$ cat src/rtl/dsr_pkg.sv
package dsr_pkg;

    localparam int DW = 8;
    localparam int AW = 16;

    localparam int REG_END   = 32'h0020;
    localparam int CIO_END   = 32'h0060;
    localparam int XIO_END   = 32'h1000;
    localparam int XEEP_END  = 32'h2000;
    localparam int N_TGT     = 6;

    typedef enum logic [2:0] {
        TGT_NONE = 3'd0,
        TGT_REG  = 3'd1,
        TGT_IO   = 3'd2,
        TGT_RAM  = 3'd3,
        TGT_EEP  = 3'd4,
        TGT_EXT  = 3'd5
    } tgt_e;

    typedef enum logic {
        PH_IDLE   = 1'b0,
        PH_ACCESS = 1'b1
    } phase_e;

    typedef struct packed {
        tgt_e            tgt;
        logic [AW-1:0]   off;
    } route_t;

    typedef struct packed {
        logic            active;
        route_t          route;
        logic            we;
        logic [DW-1:0]   wdata;
    } xfer_t;

    // Map a byte address to its target and region offset.
    function automatic route_t route_addr(input logic [AW-1:0] a,
                                          input logic          wide,
                                          input logic          eep_en,
                                          input int unsigned   ram_bytes);
        int unsigned ai;
        route_t      r;
        ai    = 32'(a);
        r.tgt = TGT_EXT;
        r.off = a;
        if (!wide) begin
            if (ai < REG_END) begin
                r.tgt = TGT_REG;
                r.off = a;
            end else if (ai < CIO_END) begin
                r.tgt = TGT_IO;
                r.off = a - 16'h0020;
            end else if (ai < CIO_END + ram_bytes) begin
                r.tgt = TGT_RAM;
                r.off = a - 16'h0060;
            end
        end else begin
            if (ai < XIO_END) begin
                r.tgt = TGT_IO;
                r.off = a;
            end else if (ai < XEEP_END) begin
                r.tgt = eep_en ? TGT_EEP : TGT_NONE;
                r.off = a - 16'h1000;
            end else if (ai < XEEP_END + ram_bytes) begin
                r.tgt = TGT_RAM;
                r.off = a - 16'h2000;
            end
        end
        return r;
    endfunction

endpackage

$ cat src/rtl/dsr_decoder.sv
module dsr_decoder
    import dsr_pkg::*;
#(
    parameter int SRAM_BYTES = 1024
) (
    input  logic [AW-1:0] addr,
    input  logic          wide,
    input  logic          eep_en,
    output route_t        route
);
    always_comb begin
        route = route_addr(addr, wide, eep_en, SRAM_BYTES);
    end
endmodule

$ cat src/rtl/dsr_sequencer.sv
module dsr_sequencer
    import dsr_pkg::*;
#(
    parameter int WAIT_W = 2
) (
    input  logic              clk,
    input  logic              rst,
    input  logic              cpu_req,
    input  logic              cpu_we,
    input  logic [DW-1:0]     cpu_wdata,
    input  route_t            route_in,
    input  logic [WAIT_W-1:0] ext_wait,
    input  logic              ext_ack,
    output xfer_t             xfer,
    output logic              cpu_ready
);
    phase_e            phase_q;
    route_t            route_q;
    logic              we_q;
    logic [DW-1:0]     wdata_q;
    logic [WAIT_W-1:0] wcnt_q;
    logic              done;

    // Internal targets finish at once; the external bus needs the
    // wait counter drained and an acknowledge in the same cycle.
    always_comb begin
        done = 1'b1;
        if (route_q.tgt == TGT_EXT) begin
            done = (wcnt_q == '0) && ext_ack;
        end
    end

    always_ff @(posedge clk) begin
        if (rst) begin
            phase_q <= PH_IDLE;
            route_q <= '{tgt: TGT_NONE, off: '0};
            we_q    <= 1'b0;
            wdata_q <= '0;
            wcnt_q  <= '0;
        end else begin
            case (phase_q)
                PH_IDLE: begin
                    if (cpu_req) begin
                        phase_q <= PH_ACCESS;
                        route_q <= route_in;
                        we_q    <= cpu_we;
                        wdata_q <= cpu_wdata;
                        wcnt_q  <= ext_wait;
                    end
                end
                PH_ACCESS: begin
                    if (wcnt_q != '0) begin
                        wcnt_q <= wcnt_q - 1'b1;
                    end
                    if (done) begin
                        phase_q <= PH_IDLE;
                        we_q    <= 1'b0;
                    end
                end
                default: phase_q <= PH_IDLE;
            endcase
        end
    end

    assign cpu_ready   = (phase_q == PH_ACCESS) && done;
    assign xfer.active = (phase_q == PH_ACCESS);
    assign xfer.route  = route_q;
    assign xfer.we     = we_q;
    assign xfer.wdata  = wdata_q;
endmodule

$ cat src/rtl/dsr_target_mux.sv
module dsr_target_mux
    import dsr_pkg::*;
#(
    parameter int RAM_AW = 10
) (
    input  xfer_t             xfer,
    input  logic [DW-1:0]     reg_rdata,
    input  logic [DW-1:0]     io_rdata,
    input  logic [DW-1:0]     ram_rdata,
    input  logic [DW-1:0]     eep_rdata,
    input  logic [DW-1:0]     ext_rdata,
    output logic [N_TGT-1:0]  sel_vec,
    output logic [4:0]        reg_idx,
    output logic [11:0]       io_addr,
    output logic [RAM_AW-1:0] ram_addr,
    output logic [11:0]       eep_addr,
    output logic [AW-1:0]     ext_addr,
    output logic [DW-1:0]     cpu_rdata
);
    // One strobe per target code; code 0 (no target) never strobes.
    assign sel_vec[0] = 1'b0;
    for (genvar t = 1; t < N_TGT; t++) begin : g_sel
        assign sel_vec[t] = xfer.active && (xfer.route.tgt == tgt_e'(t));
    end

    assign reg_idx  = xfer.route.off[4:0];
    assign io_addr  = xfer.route.off[11:0];
    assign ram_addr = xfer.route.off[RAM_AW-1:0];
    assign eep_addr = xfer.route.off[11:0];
    assign ext_addr = xfer.route.off;

    always_comb begin
        case (xfer.route.tgt)
            TGT_REG: cpu_rdata = reg_rdata;
            TGT_IO:  cpu_rdata = io_rdata;
            TGT_RAM: cpu_rdata = ram_rdata;
            TGT_EEP: cpu_rdata = eep_rdata;
            TGT_EXT: cpu_rdata = ext_rdata;
            default: cpu_rdata = '0;
        endcase
    end
endmodule

$ cat src/rtl/dsr_router.sv
module dsr_router
    import dsr_pkg::*;
#(
    parameter int   SRAM_BYTES = 1024,
    parameter int   WAIT_W     = 2,
    localparam int  RAM_AW     = $clog2(SRAM_BYTES)
) (
    input  logic              clk,
    input  logic              rst,
    input  logic              ext_layout,
    input  logic              eep_map_en,
    input  logic [WAIT_W-1:0] ext_wait,
    input  logic              cpu_req,
    input  logic              cpu_we,
    input  logic [15:0]       cpu_addr,
    input  logic [7:0]        cpu_wdata,
    output logic              cpu_ready,
    output logic [7:0]        cpu_rdata,
    output logic              reg_sel,
    output logic              reg_we,
    output logic [4:0]        reg_idx,
    output logic [7:0]        reg_wdata,
    input  logic [7:0]        reg_rdata,
    output logic              io_sel,
    output logic              io_we,
    output logic [11:0]       io_addr,
    output logic [7:0]        io_wdata,
    input  logic [7:0]        io_rdata,
    output logic              ram_sel,
    output logic              ram_we,
    output logic [RAM_AW-1:0] ram_addr,
    output logic [7:0]        ram_wdata,
    input  logic [7:0]        ram_rdata,
    output logic              eep_sel,
    output logic              eep_we,
    output logic [11:0]       eep_addr,
    output logic [7:0]        eep_wdata,
    input  logic [7:0]        eep_rdata,
    output logic              ext_sel,
    output logic              ext_we,
    output logic [15:0]       ext_addr,
    output logic [7:0]        ext_wdata,
    input  logic [7:0]        ext_rdata,
    input  logic              ext_ack
);
    route_t            route_d;
    xfer_t             xfer;
    logic [N_TGT-1:0]  sel_vec;

    dsr_decoder #(.SRAM_BYTES(SRAM_BYTES)) dec_i (
        .addr   (cpu_addr),
        .wide   (ext_layout),
        .eep_en (eep_map_en),
        .route  (route_d)
    );

    dsr_sequencer #(.WAIT_W(WAIT_W)) seq_i (
        .clk       (clk),
        .rst       (rst),
        .cpu_req   (cpu_req),
        .cpu_we    (cpu_we),
        .cpu_wdata (cpu_wdata),
        .route_in  (route_d),
        .ext_wait  (ext_wait),
        .ext_ack   (ext_ack),
        .xfer      (xfer),
        .cpu_ready (cpu_ready)
    );

    dsr_target_mux #(.RAM_AW(RAM_AW)) mux_i (
        .xfer      (xfer),
        .reg_rdata (reg_rdata),
        .io_rdata  (io_rdata),
        .ram_rdata (ram_rdata),
        .eep_rdata (eep_rdata),
        .ext_rdata (ext_rdata),
        .sel_vec   (sel_vec),
        .reg_idx   (reg_idx),
        .io_addr   (io_addr),
        .ram_addr  (ram_addr),
        .eep_addr  (eep_addr),
        .ext_addr  (ext_addr),
        .cpu_rdata (cpu_rdata)
    );

    assign reg_sel   = sel_vec[TGT_REG];
    assign io_sel    = sel_vec[TGT_IO];
    assign ram_sel   = sel_vec[TGT_RAM];
    assign eep_sel   = sel_vec[TGT_EEP];
    assign ext_sel   = sel_vec[TGT_EXT];

    assign reg_we    = reg_sel && xfer.we;
    assign io_we     = io_sel  && xfer.we;
    assign ram_we    = ram_sel && xfer.we;
    assign eep_we    = eep_sel && xfer.we;
    assign ext_we    = ext_sel && xfer.we;

    assign reg_wdata = xfer.wdata;
    assign io_wdata  = xfer.wdata;
    assign ram_wdata = xfer.wdata;
    assign eep_wdata = xfer.wdata;
    assign ext_wdata = xfer.wdata;
endmodule

$ cat config.mk
export PLATFORM = sky130hd
export DESIGN_NAME = dsr_router
export DESIGN_NICKNAME = d
export VERILOG_FILES = /design/src/rtl/dsr_pkg.sv /design/src/rtl/dsr_decoder.sv /design/src/rtl/dsr_sequencer.sv /design/src/rtl/dsr_target_mux.sv /design/src/rtl/dsr_router.sv
export SDC_FILE = /design/constraint.sdc
export NUM_CORES = 1
export LEC_CHECK = 0
export BUFFER_PORTS_ARGS = -buffer_cell sky130_fd_sc_hd__buf_2
export CELL_PAD_IN_SITES_DETAIL_PLACEMENT = 1
export CELL_PAD_IN_SITES_GLOBAL_PLACEMENT = 1
export CORE_MARGIN = 1
export CORE_UTILIZATION = 25
export DETAILED_ROUTE_END_ITERATION = 6
export PLACE_DENSITY = 0.72
export SETUP_SLACK_MARGIN = 0.5
export SLEW_MARGIN = 0
export SYNTH_ARGS = -nofsm -noshare
export SYNTH_HDL_FRONTEND = slang
export SYNTH_SLANG_ARGS = --single-unit
$ cat constraint.sdc
create_clock -name clk -period 4.5 [get_ports clk]
set_input_delay 0.9 -clock clk [delete_from_list [all_inputs] [get_ports clk]]
set_output_delay 0.9 -clock clk [all_outputs]
set_load 0.05 [all_outputs]
==> impl_metrics.yaml, run 1 <==
logic_synthesis:
  ys_types: 51
  ys_warn_count: 0
  ys.flop_type: "dfxtp_1"
  yosys.area.top_type: "buf_4"
  seq_area_frac_synth_pct: 21.5
  ys_top_cells_by_area: "buf_4 25%, dfxtp_1 22%, a21oi_1 6.8%, nand2_1 5.3%, nor2_1 4.3%"
  synth_nets: 474
  syn_area_per_cell_um2: 7.36
  yosysMostFrequentCell: "buf_4"
  syn-cell-area_um2: 2880
  netlist_instances: 392
  synthArstFlopShare_pct: 0
  synth_edf_count: 0
  yosys_register_bits: 31
  synth_common_cells: "95 x buf_4, 41 x nand2_1, 39 x a21oi_1"
  synth_top_area_share_pct: 24.7
clock_network:
  cts_setup_buffers: 0
  clockRootBuffer: "clkbuf_16"
  cts_max_level: 2
  cts_tree: "yes"
  clkSlewWorstSetupHoldPaths_ps: 50
  clock_sinks: 31
  cts.path.max_buffers: 2
  numCtsBuffers: 5
  post_cts_resized: 0
  hold_buffers: 0
  clock_latency_ps: 270
critical_path:
  worstSetupPathType: "reg2out"
  cp-start-kind: "flop"
  reg2reg_slack_ps: 2670
  cp.arrival_ps: 2510
  r2r_end: "seq_i.xfer[24]"
  crit_fanout: 16
  r2r-start: "seq_i.phase_q"
  worstSetupEndpointType: "output pin"
  r2r_cells: 3
  worst_ep_required_time_ps: 3600
final_layout:
  area_delta_synth_final_pct: 17.1
  layout-drive-gt1-share_pct: 43.5
  antenna_cells: 0
  nNetsFinal: 552
  fillers: 1416
die:
  pin_count: 187
  core.rowCount: 38
  core_area_um2: 11000
  fp.dieW_um: 109
  design.die.area_um2: 12000
  die_y_um: 109
  initial_utilization_pct: 26.1
place:
  portBuffers: 186
  place_congestion: 0.831
  preCtsSetupSlack_ps: 1190
  dp_hpwl_mm: 7.14
min_path:
  min-delay-start: "seq_i.xfer[23]"
  hp-class: "reg2reg"
  holdPathStages: 2
  min_to: "seq_i.xfer[23]"
grt:
  grt_pass1_wl_mm: 13.5
  grt_overflow: 0
  grt_max_degree: 32
  grt_pass1_vias: 2652
  antenna_found_initial: 0
  grt_usage_pct: 14.4
route:
  first_pass_iters: 4
  num_vias: 2900
  ant_nets: 0
  drc_errors: 0
  dr.first_iter.drc_count: 157
  wl_per_cell_um: 14.8
  vias_per_cell: 4.75
  wl_mm: 9.04
timing:
  clock_skew_ps: 4.63
  setup_viol: 0
  fin_hold_ws_ps: 456
  hold_viol_final: 0
  fin_crit_ps: 3410
  worst_pin_slew_ps: 1040
  final.setup.tns_ps: 0
  setup_slack_ps: 1090
  maxSlewViolCount: 0
  final.period_utilization_pct: 75.7
  rsz0062_at_grt: "no"
  fmax_ghz: 0.293
  slew_headroom_pct: 30.2
run:
  cap_violations: 0
pwr:
  power_per_cell_area_nw_per_um2: 360
  power_w: 0.00122
  leakagePower_nw: 1.73
  ir_drop_mv: 0.130
status:
  status: "completed"
[metal layers]
layer	wire length [µm]	global-route usage (%)
met1	3710	16.8
met2	4850	27.0
met3	377	2.02
met4	97	4.10
met5	0	0
[cell type report]
type | count | area [µm²] | share of cell area, %
well taps | 140 | 175 | 5.19
flip-flops and latches | 31 | 621 | 18.4
clock buffers | 6 | 139 | 4.11
inverters | 10 | 37.5 | 1.11
repair buffers | 187 | 938 | 27.8
multi-input cells | 235 | 1430 | 42.4
clock inverters | 2 | 35.0 | 1.04
[state kept, by name, indices dropped and copies added (netlist names)]
| register | cells |
|---|---|
| seq_i.phase_q | 1 |
| seq_i.wdata_q | 8 |
| seq_i.xfer | 19 |
| seq_i.we_q | 1 |
| seq_i.wcnt_q | 2 |
[stage by stage]
step / instance area (µm²) / utilization (%) / cells
floorplan: 2880 / - / 392
global placement: 3200 / 29.0 / 603
finish: 3380 / 30.6 / 611
CTS: 3380 / 30.6 / 611
detailed placement: 3200 / 29.0 / 603
global route: 3380 / 30.6 / 611
[worst max-delay path, cell delays in order, from the launching register on]
cell	delay (ps)
dfxtp_1	660
nor2b_1	900
a21oi_1	210
a21oi_1	180
buf_2	280
[how the worst max path moves through the flow]
stage | startpoint | end | depth (start not counted)
global route | seq_i.xfer[26] | cpu_rdata[1] | 4
CTS | seq_i.xfer[26] | cpu_rdata[2] | 4
detailed placement | cpu_addr[13] | seq_i.xfer[16] | 7
finish | seq_i.xfer[26] | cpu_rdata[0] | 4
floorplan | seq_i.xfer[27] | eep_we | 4
global placement | cpu_addr[13] | seq_i.xfer[16] | 7
[where the power goes]
group	total (W)	leakage [nW]	switching (W)	internal [W]
sequential	0.000329	0.256	0.0000324	0.000296
combinational	0.000496	1.39	0.000373	0.000123
clock	0.000392	0.0868	0.000117	0.000275
total	0.00122	1.73	0.000522	0.000694
[logic make-up after synthesis]
group           Yosys count  share of synthesized area [%]
compound gates           85                           19.8
xor+xnor                  2                          0.607
fa+ha+maj                 9                           3.90
mux                       9                           3.12
buf+inv                 126                           29.1
simple gates            130                           21.9
flops                    31                           21.5
[placed cells by master (no fill, tap or decap), drive strengths merged, types with 2 or more instances in the layout]
cell type / synthesis / layout
xnor2: 2 / 2
and2: 2 / 2
inv: 10 / 10
a21o: 2 / 2
clkbuf: 16 / 6
nor4: 4 / 4
nand3b: 2 / 2
nand3: 5 / 5
nand2: 41 / 41
and3: 2 / 2
nand2b: 6 / 6
dfxtp: 31 / 31
or3: 2 / 2
mux2i: 9 / 9
o21ai: 9 / 9
a221oi: 8 / 8
ha: 9 / 9
or2: 3 / 3
a211oi: 5 / 5
nor3: 12 / 12
buf: 100 / 187
or4: 4 / 4
nor3b: 2 / 2
o41ai: 2 / 2
a21oi: 39 / 39
nor2: 33 / 33
nand4: 2 / 2
nor2b: 6 / 6
a311oi: 7 / 7
o21a: 2 / 2
Power figures use the tool's default switching activity.
==> inputs of run 2 (changes only) <==
ABC_AREA = 1   (was unset)
PLACE_DENSITY = 0.76   (was 0.72)
clock period = 2.9 ns   (was 4.5 ns; I/O delays follow)
==> impl_metrics.yaml, run 2 <==
min_path:
  holdPathStages: 2
  hp-class: "reg2reg"
  min_to: "seq_i.xfer[24]"
  min-delay-start: "seq_i.xfer[24]"
die:
  initial_utilization_pct: 26.2
  core_area_um2: 11100
  core.rowCount: 38
  pin_count: 187
  design.die.area_um2: 12000
  die_y_um: 110
  fp.dieW_um: 110
logic_synthesis:
  synth_common_cells: "95 x buf_4, 68 x nand2_1, 60 x nor2_1"
  seq_area_frac_synth_pct: 21.4
  synth_nets: 523
  synth_top_area_share_pct: 24.6
  ys.flop_type: "dfxtp_1"
  yosys.area.top_type: "buf_4"
  yosysMostFrequentCell: "buf_4"
  ys_top_cells_by_area: "buf_4 25%, dfxtp_1 21%, nand2_1 8.8%, nor2_1 7.8%, o21ai_0 5.7%"
  syn-cell-area_um2: 2900
  ys_types: 32
  synth_edf_count: 0
  yosys_register_bits: 31
  netlist_instances: 441
  syn_area_per_cell_um2: 6.57
  ys_warn_count: 0
  synthArstFlopShare_pct: 0
timing:
  setup_viol: 0
  fin_hold_ws_ps: 470
  fin_crit_ps: 2280
  hold_viol_final: 0
  slew_headroom_pct: 53.3
  clock_skew_ps: 3.53
  final.setup.tns_ps: 0
  fmax_ghz: 0.439
  worst_pin_slew_ps: 699
  final.period_utilization_pct: 78.5
  rsz0062_at_grt: "no"
  maxSlewViolCount: 0
status:
  status: "completed"
final_layout:
  largest_reg_flops: 19
  layout-drive-gt1-share_pct: 44.0
  area_delta_synth_final_pct: 23.3
  final_area_um2: 3580
  antenna_cells: 0
  nNetsFinal: 620
  fillers: 1446
  layout_common_cells: "185 x buf_2, 68 x nand2_1, 60 x nor2_1"
  layout_commonest_cell: "buf_2"
clock_network:
  clock_latency_ps: 270
  clock_sinks: 31
  cts_tree: "yes"
  clkSlewWorstSetupHoldPaths_ps: 50
  cts.path.max_buffers: 2
  hold_buffers: 0
  numCtsBuffers: 5
  clockRootBuffer: "clkbuf_16"
  cts_max_level: 2
grt:
  grt_overflow: 0
  grt_max_degree: 34
  grt_usage_pct: 15.2
  grt_pass1_wl_mm: 14.4
  grt_pass1_vias: 3010
  antenna_found_initial: 0
critical_path:
  worst_ep_required_time_ps: 2320
  worstSetupEndpointType: "output pin"
  reg2reg_slack_ps: 1340
  crit_fanout: 6
  r2r_end: "seq_i.xfer[23]"
  max_stage_delay_ps: 440
  cp-start-kind: "flop"
  cp.arrival_ps: 1700
  crit_chain: "inv_1 -> nor3_4 -> buf_4 -> nand2_1 -> nand4_1 -> buf_2"
  worstSetupPathType: "reg2out"
  r2r_cells: 7
  cpMaxStageDelayCell: "dfxtp_2"
  r2r-start: "seq_i.phase_q"
route:
  ant_nets: 0
  dr.first_iter.drc_count: 129
  vias_per_cell: 4.57
  num_vias: 3103
  wl_mm: 9.45
  drc_errors: 0
  first_pass_iters: 4
  wl_per_cell_um: 13.9
pwr:
  leakagePower_nw: 1.93
  power_per_cell_area_nw_per_um2: 560
  ir_drop_mv: 0.247
place:
  post_dp_cell_area_um2: 3300
  place_congestion: 0.870
  portBuffers: 186
  dp_hpwl_mm: 7.57
run:
  cap_violations: 0
==> run 2: cell count changes after synthesis, moves of 7 or more <==
cell      previous run  this run
a21oi_1             39        17
a221oi_1             8         0
a22oi_1              0         8
a311oi_1             7         0
clkbuf_1            15         7
inv_1               10        37
mux2i_1              9         0
nand2_1             41        68
nand3_1              5        13
nand4_1              2        11
nor2_1              33        60
o21ai_0              9        33
==> run 2: cell type report <==
type	count	area [µm²]	area share, %
Clock buffer	6	139	3.88
Clock inverter	2	35.0	0.980
Inverter	42	158	4.41
Multi-Input combinational cell	263	1420	39.7
Sequential cell	31	624	17.5
Tap cell	140	175	4.90
Timing Repair Buffer	195	1030	28.7
==> run 2: logic make-up after synthesis <==
kind of cell | Yosys count | synth area share, %
DFF | 31 | 21.4
and+or+nand+nor | 179 | 28.1
adders and majority gates | 9 | 3.88
xor gates and xnor gates | 3 | 0.907
buffers and inverters | 147 | 31.4
AOI/OAI and AO/OA | 72 | 14.4
==> run 2: power breakdown <==
group          leakage [nW]  switching [W]  internal [W]
Combinational          1.58       0.000681      0.000202
Clock                0.0868       0.000187      0.000427
Sequential            0.258      0.0000422      0.000465
==> run 2: metal layers <==
layer	track usage [%]	part of all wire (%)	wire length (µm)	vias to the layer above
li1	-	-	-	1517
met1	17.6	41	3920	1446
met2	28.6	52	4890	128
met3	2.31	5.5	515	12
met4	4.57	1.3	121	0
met5	0	0	0	-
==> run 2: what timing repair did <==
| item | CTS | global route |
|---|---|---|
| pin swaps | 4 | 1 |
| hold endpoints to repair | 0 | 0 |
| gates resized for setup | 6 | 2 |
| buffers inserted | 4 | 2 |
| setup endpoints to repair | 16 | 13 |
==> run 2: worst max-delay path: cells and delay by family (launching register included) <==
kind / cells / cell delay (ps)
buffers and inverters: 3 / 590
DFF: 1 / 440
and+or+nand+nor: 3 / 390
==> run 2: through the flow <==
stage | std cells | utilization [%] | worst slack (ps) | total power (W)
detailed placement | 665 | 29.8 | 595 | 0.00138
CTS | 677 | 32.1 | 532 | 0.00203
global route | 679 | 32.3 | 529 | 0.00212
global placement | 665 | 29.8 | 667 | 0.00137
finish | 679 | 32.3 | 624 | 0.00200
floorplan | 441 | - | 629 | 0.00130
==> run 2: worst max-delay path by stage <==
stage	startpoint	end	slack [ps]	cells after the start
after detailed placement	cpu_addr[13]	seq_i.xfer[22]	600	15
after global routing	seq_i.xfer[27]	cpu_rdata[6]	530	6
after CTS	seq_i.xfer[25]	ram_we	530	5
after global placement	seq_i.xfer[27]	eep_we	670	5
final	seq_i.xfer[27]	cpu_rdata[3]	620	6
after floorplan	seq_i.xfer[26]	ram_sel	630	5
==> inputs of run 3 (changes only) <==
ABC_AREA = 0   (was 1)
PLACE_DENSITY = 0.74   (was 0.76)
clock period = 2 ns   (was 2.9 ns; I/O delays follow)
==> impl_metrics.yaml, run 3 (synthesized netlist as in run 1, its figures left out) <==
critical_path:
  cp-start-kind: "primary input"
  cp.arrival_ps: 2140
  cpMaxStageDelayCell: "or3b_4"
  cp.depth: 9
  path_buf_inv: 4
  worstSetupEndpointType: "flop"
  max_stage_delay_ps: 420
  crit_fanout: 6
  worstSetupPathType: "in2reg"
  r2r_cells: 5
  critPathTopFamily: "simple AND/OR/NAND/NOR gates"
  worst_ep_required_time_ps: 2150
  crit_chain: "buf_8 -> clkinvlp_4 -> ha_4 -> or3b_4 -> buf_6 -> or3_4 -> o311ai_4 -> buf_4 -> a21oi_2"
route:
  drc_errors: 0
  num_vias: 3281
  first_pass_iters: 4
  wl_mm: 11.7
  vias_per_cell: 4.78
  wl_per_cell_um: 17.1
  ant_nets: 0
  dr.first_iter.drc_count: 140
pwr:
  swShare_pct: 42.8
  p_seq_share_pct: 22.1
  ir_drop_mv: 0.357
  p_switching_w: 0.00139
  power.internal_w: 0.00186
  pwr-share-comb_pct: 50.6
  power_w: 0.00326
  power_per_cell_area_nw_per_um2: 653
  clkPwrFrac_pct: 27.3
  leakagePower_nw: 2.34
die:
  core_area_um2: 11000
  initial_utilization_pct: 26.1
  fp.dieW_um: 109
  design.die.area_um2: 12000
  pin_count: 187
  core.rowCount: 38
  die_y_um: 109
final_layout:
  nNetsFinal: 628
  fin_cells: 687
  antenna_cells: 0
  layout_commonest_cell: "buf_2"
  layout-drive-gt1-share_pct: 65.8
  layout_common_cells: "164 x buf_2, 49 x buf_4, 35 x nand2_1"
  final_area_um2: 4980
  largest_reg_flops: 19
  area_delta_synth_final_pct: 72.8
clock_network:
  cts.path.max_buffers: 2
  cts_max_level: 2
  clock_sinks: 31
  clkSlewWorstSetupHoldPaths_ps: 50
  clockRootBuffer: "clkbuf_16"
  cts_tree: "yes"
  clock_latency_ps: 270
  numCtsBuffers: 5
timing:
  clock_skew_ps: 1.38
  maxSlewViolCount: 0
  fin_crit_ps: 1990
  final.period_utilization_pct: 99.7
  slew_headroom_pct: 71.0
  setup_viol: 0
  rsz0062_at_grt: "yes"
  worst_pin_slew_ps: 431
  setup_slack_ps: 5.95
  fmax_ghz: 0.501
  hold_viol_final: 0
place:
  portBuffers: 186
  place_congestion: 0.836
  place_inst: 655
  dp_hpwl_mm: 8.18
  preCtsSetupSlack_ps: -367
  post_dp_cell_area_um2: 3910
min_path:
  hp-class: "in2reg"
  holdPathStages: 3
grt:
  grt_usage_pct: 17.8
  grt_max_degree: 39
  grt_overflow: 0
  grt_pass1_vias: 3297
  grt_pass1_wl_mm: 16.8
  antenna_found_initial: 0
run:
  cap_violations: 0
status:
  status: "completed"
==> run 3: timing repair <==
| action | 4_1_cts | 5_1_grt |
|---|---|---|
| setup endpoints to repair | 34 | 41 |
| gates resized for setup | 116 | 38 |
| gates cloned | 0 | 1 |
| hold buffers | 0 | 0 |
| hold endpoints to repair | 0 | 0 |
| pin swaps | 29 | 23 |
| setup buffers | 11 | 12 |
==> run 3: worst min-delay path, cell delays in order <==
cell     delay (ps)
buf_2           100
nand2_1          40
a21oi_1          50
==> run 3: stage by stage <==
step	utilization (%)	hold WS [ps]	setup TNS (ps)
floorplan	-	437	-855
global placement	35.5	448	-2090
detailed placement	35.5	457	-2760
CTS	42.2	361	0
global route	45.2	367	-168
finish	45.2	367	0
==> run 3: worst paths after layout <==
kind,slack [ps],to,start
worst min-delay path,370,seq_i.wdata_q[7],cpu_wdata[7]
worst max register to register,540,seq_i.xfer[17],seq_i.phase_q
worst min register to register,460,seq_i.xfer[23],seq_i.xfer[23]
worst max-delay path,6,seq_i.xfer[19],cpu_addr[13]
==> run 3: final cells by class <==
type | count | area, µm²
Multi-Input combinational cell | 235 | 2090
Timing Repair Buffer | 263 | 1870
Fill cell | 1302 | 6050
Clock inverter | 2 | 35.0
Clock buffer | 6 | 139
Sequential cell | 31 | 631
Tap cell | 140 | 175
Inverter | 10 | 43.8
==> run 3: power groups by stage <==
| stage | clock (W) | sequential (W) | combinational, W |
|---|---|---|---|
| finish | 0.000889 | 0.000720 | 0.00165 |
| detailed placement | 0 | 0.000729 | 0.00136 |
| global route | 0.000942 | 0.000732 | 0.00173 |
| CTS | 0.000912 | 0.000722 | 0.00153 |
| global placement | 0 | 0.000726 | 0.00133 |
| floorplan | 0 | 0.000720 | 0.00114 |
==> run 3: routing by layer <==
layer	part of all wire, %	GRT usage (%)	routed length, µm	vias up
li1	-	-	-	1569
met1	40	20.1	4640	1585
met2	54	34.6	6340	111
met3	4.5	2.90	534	16
met4	2.0	4.19	229	0
met5	0	0	0	-
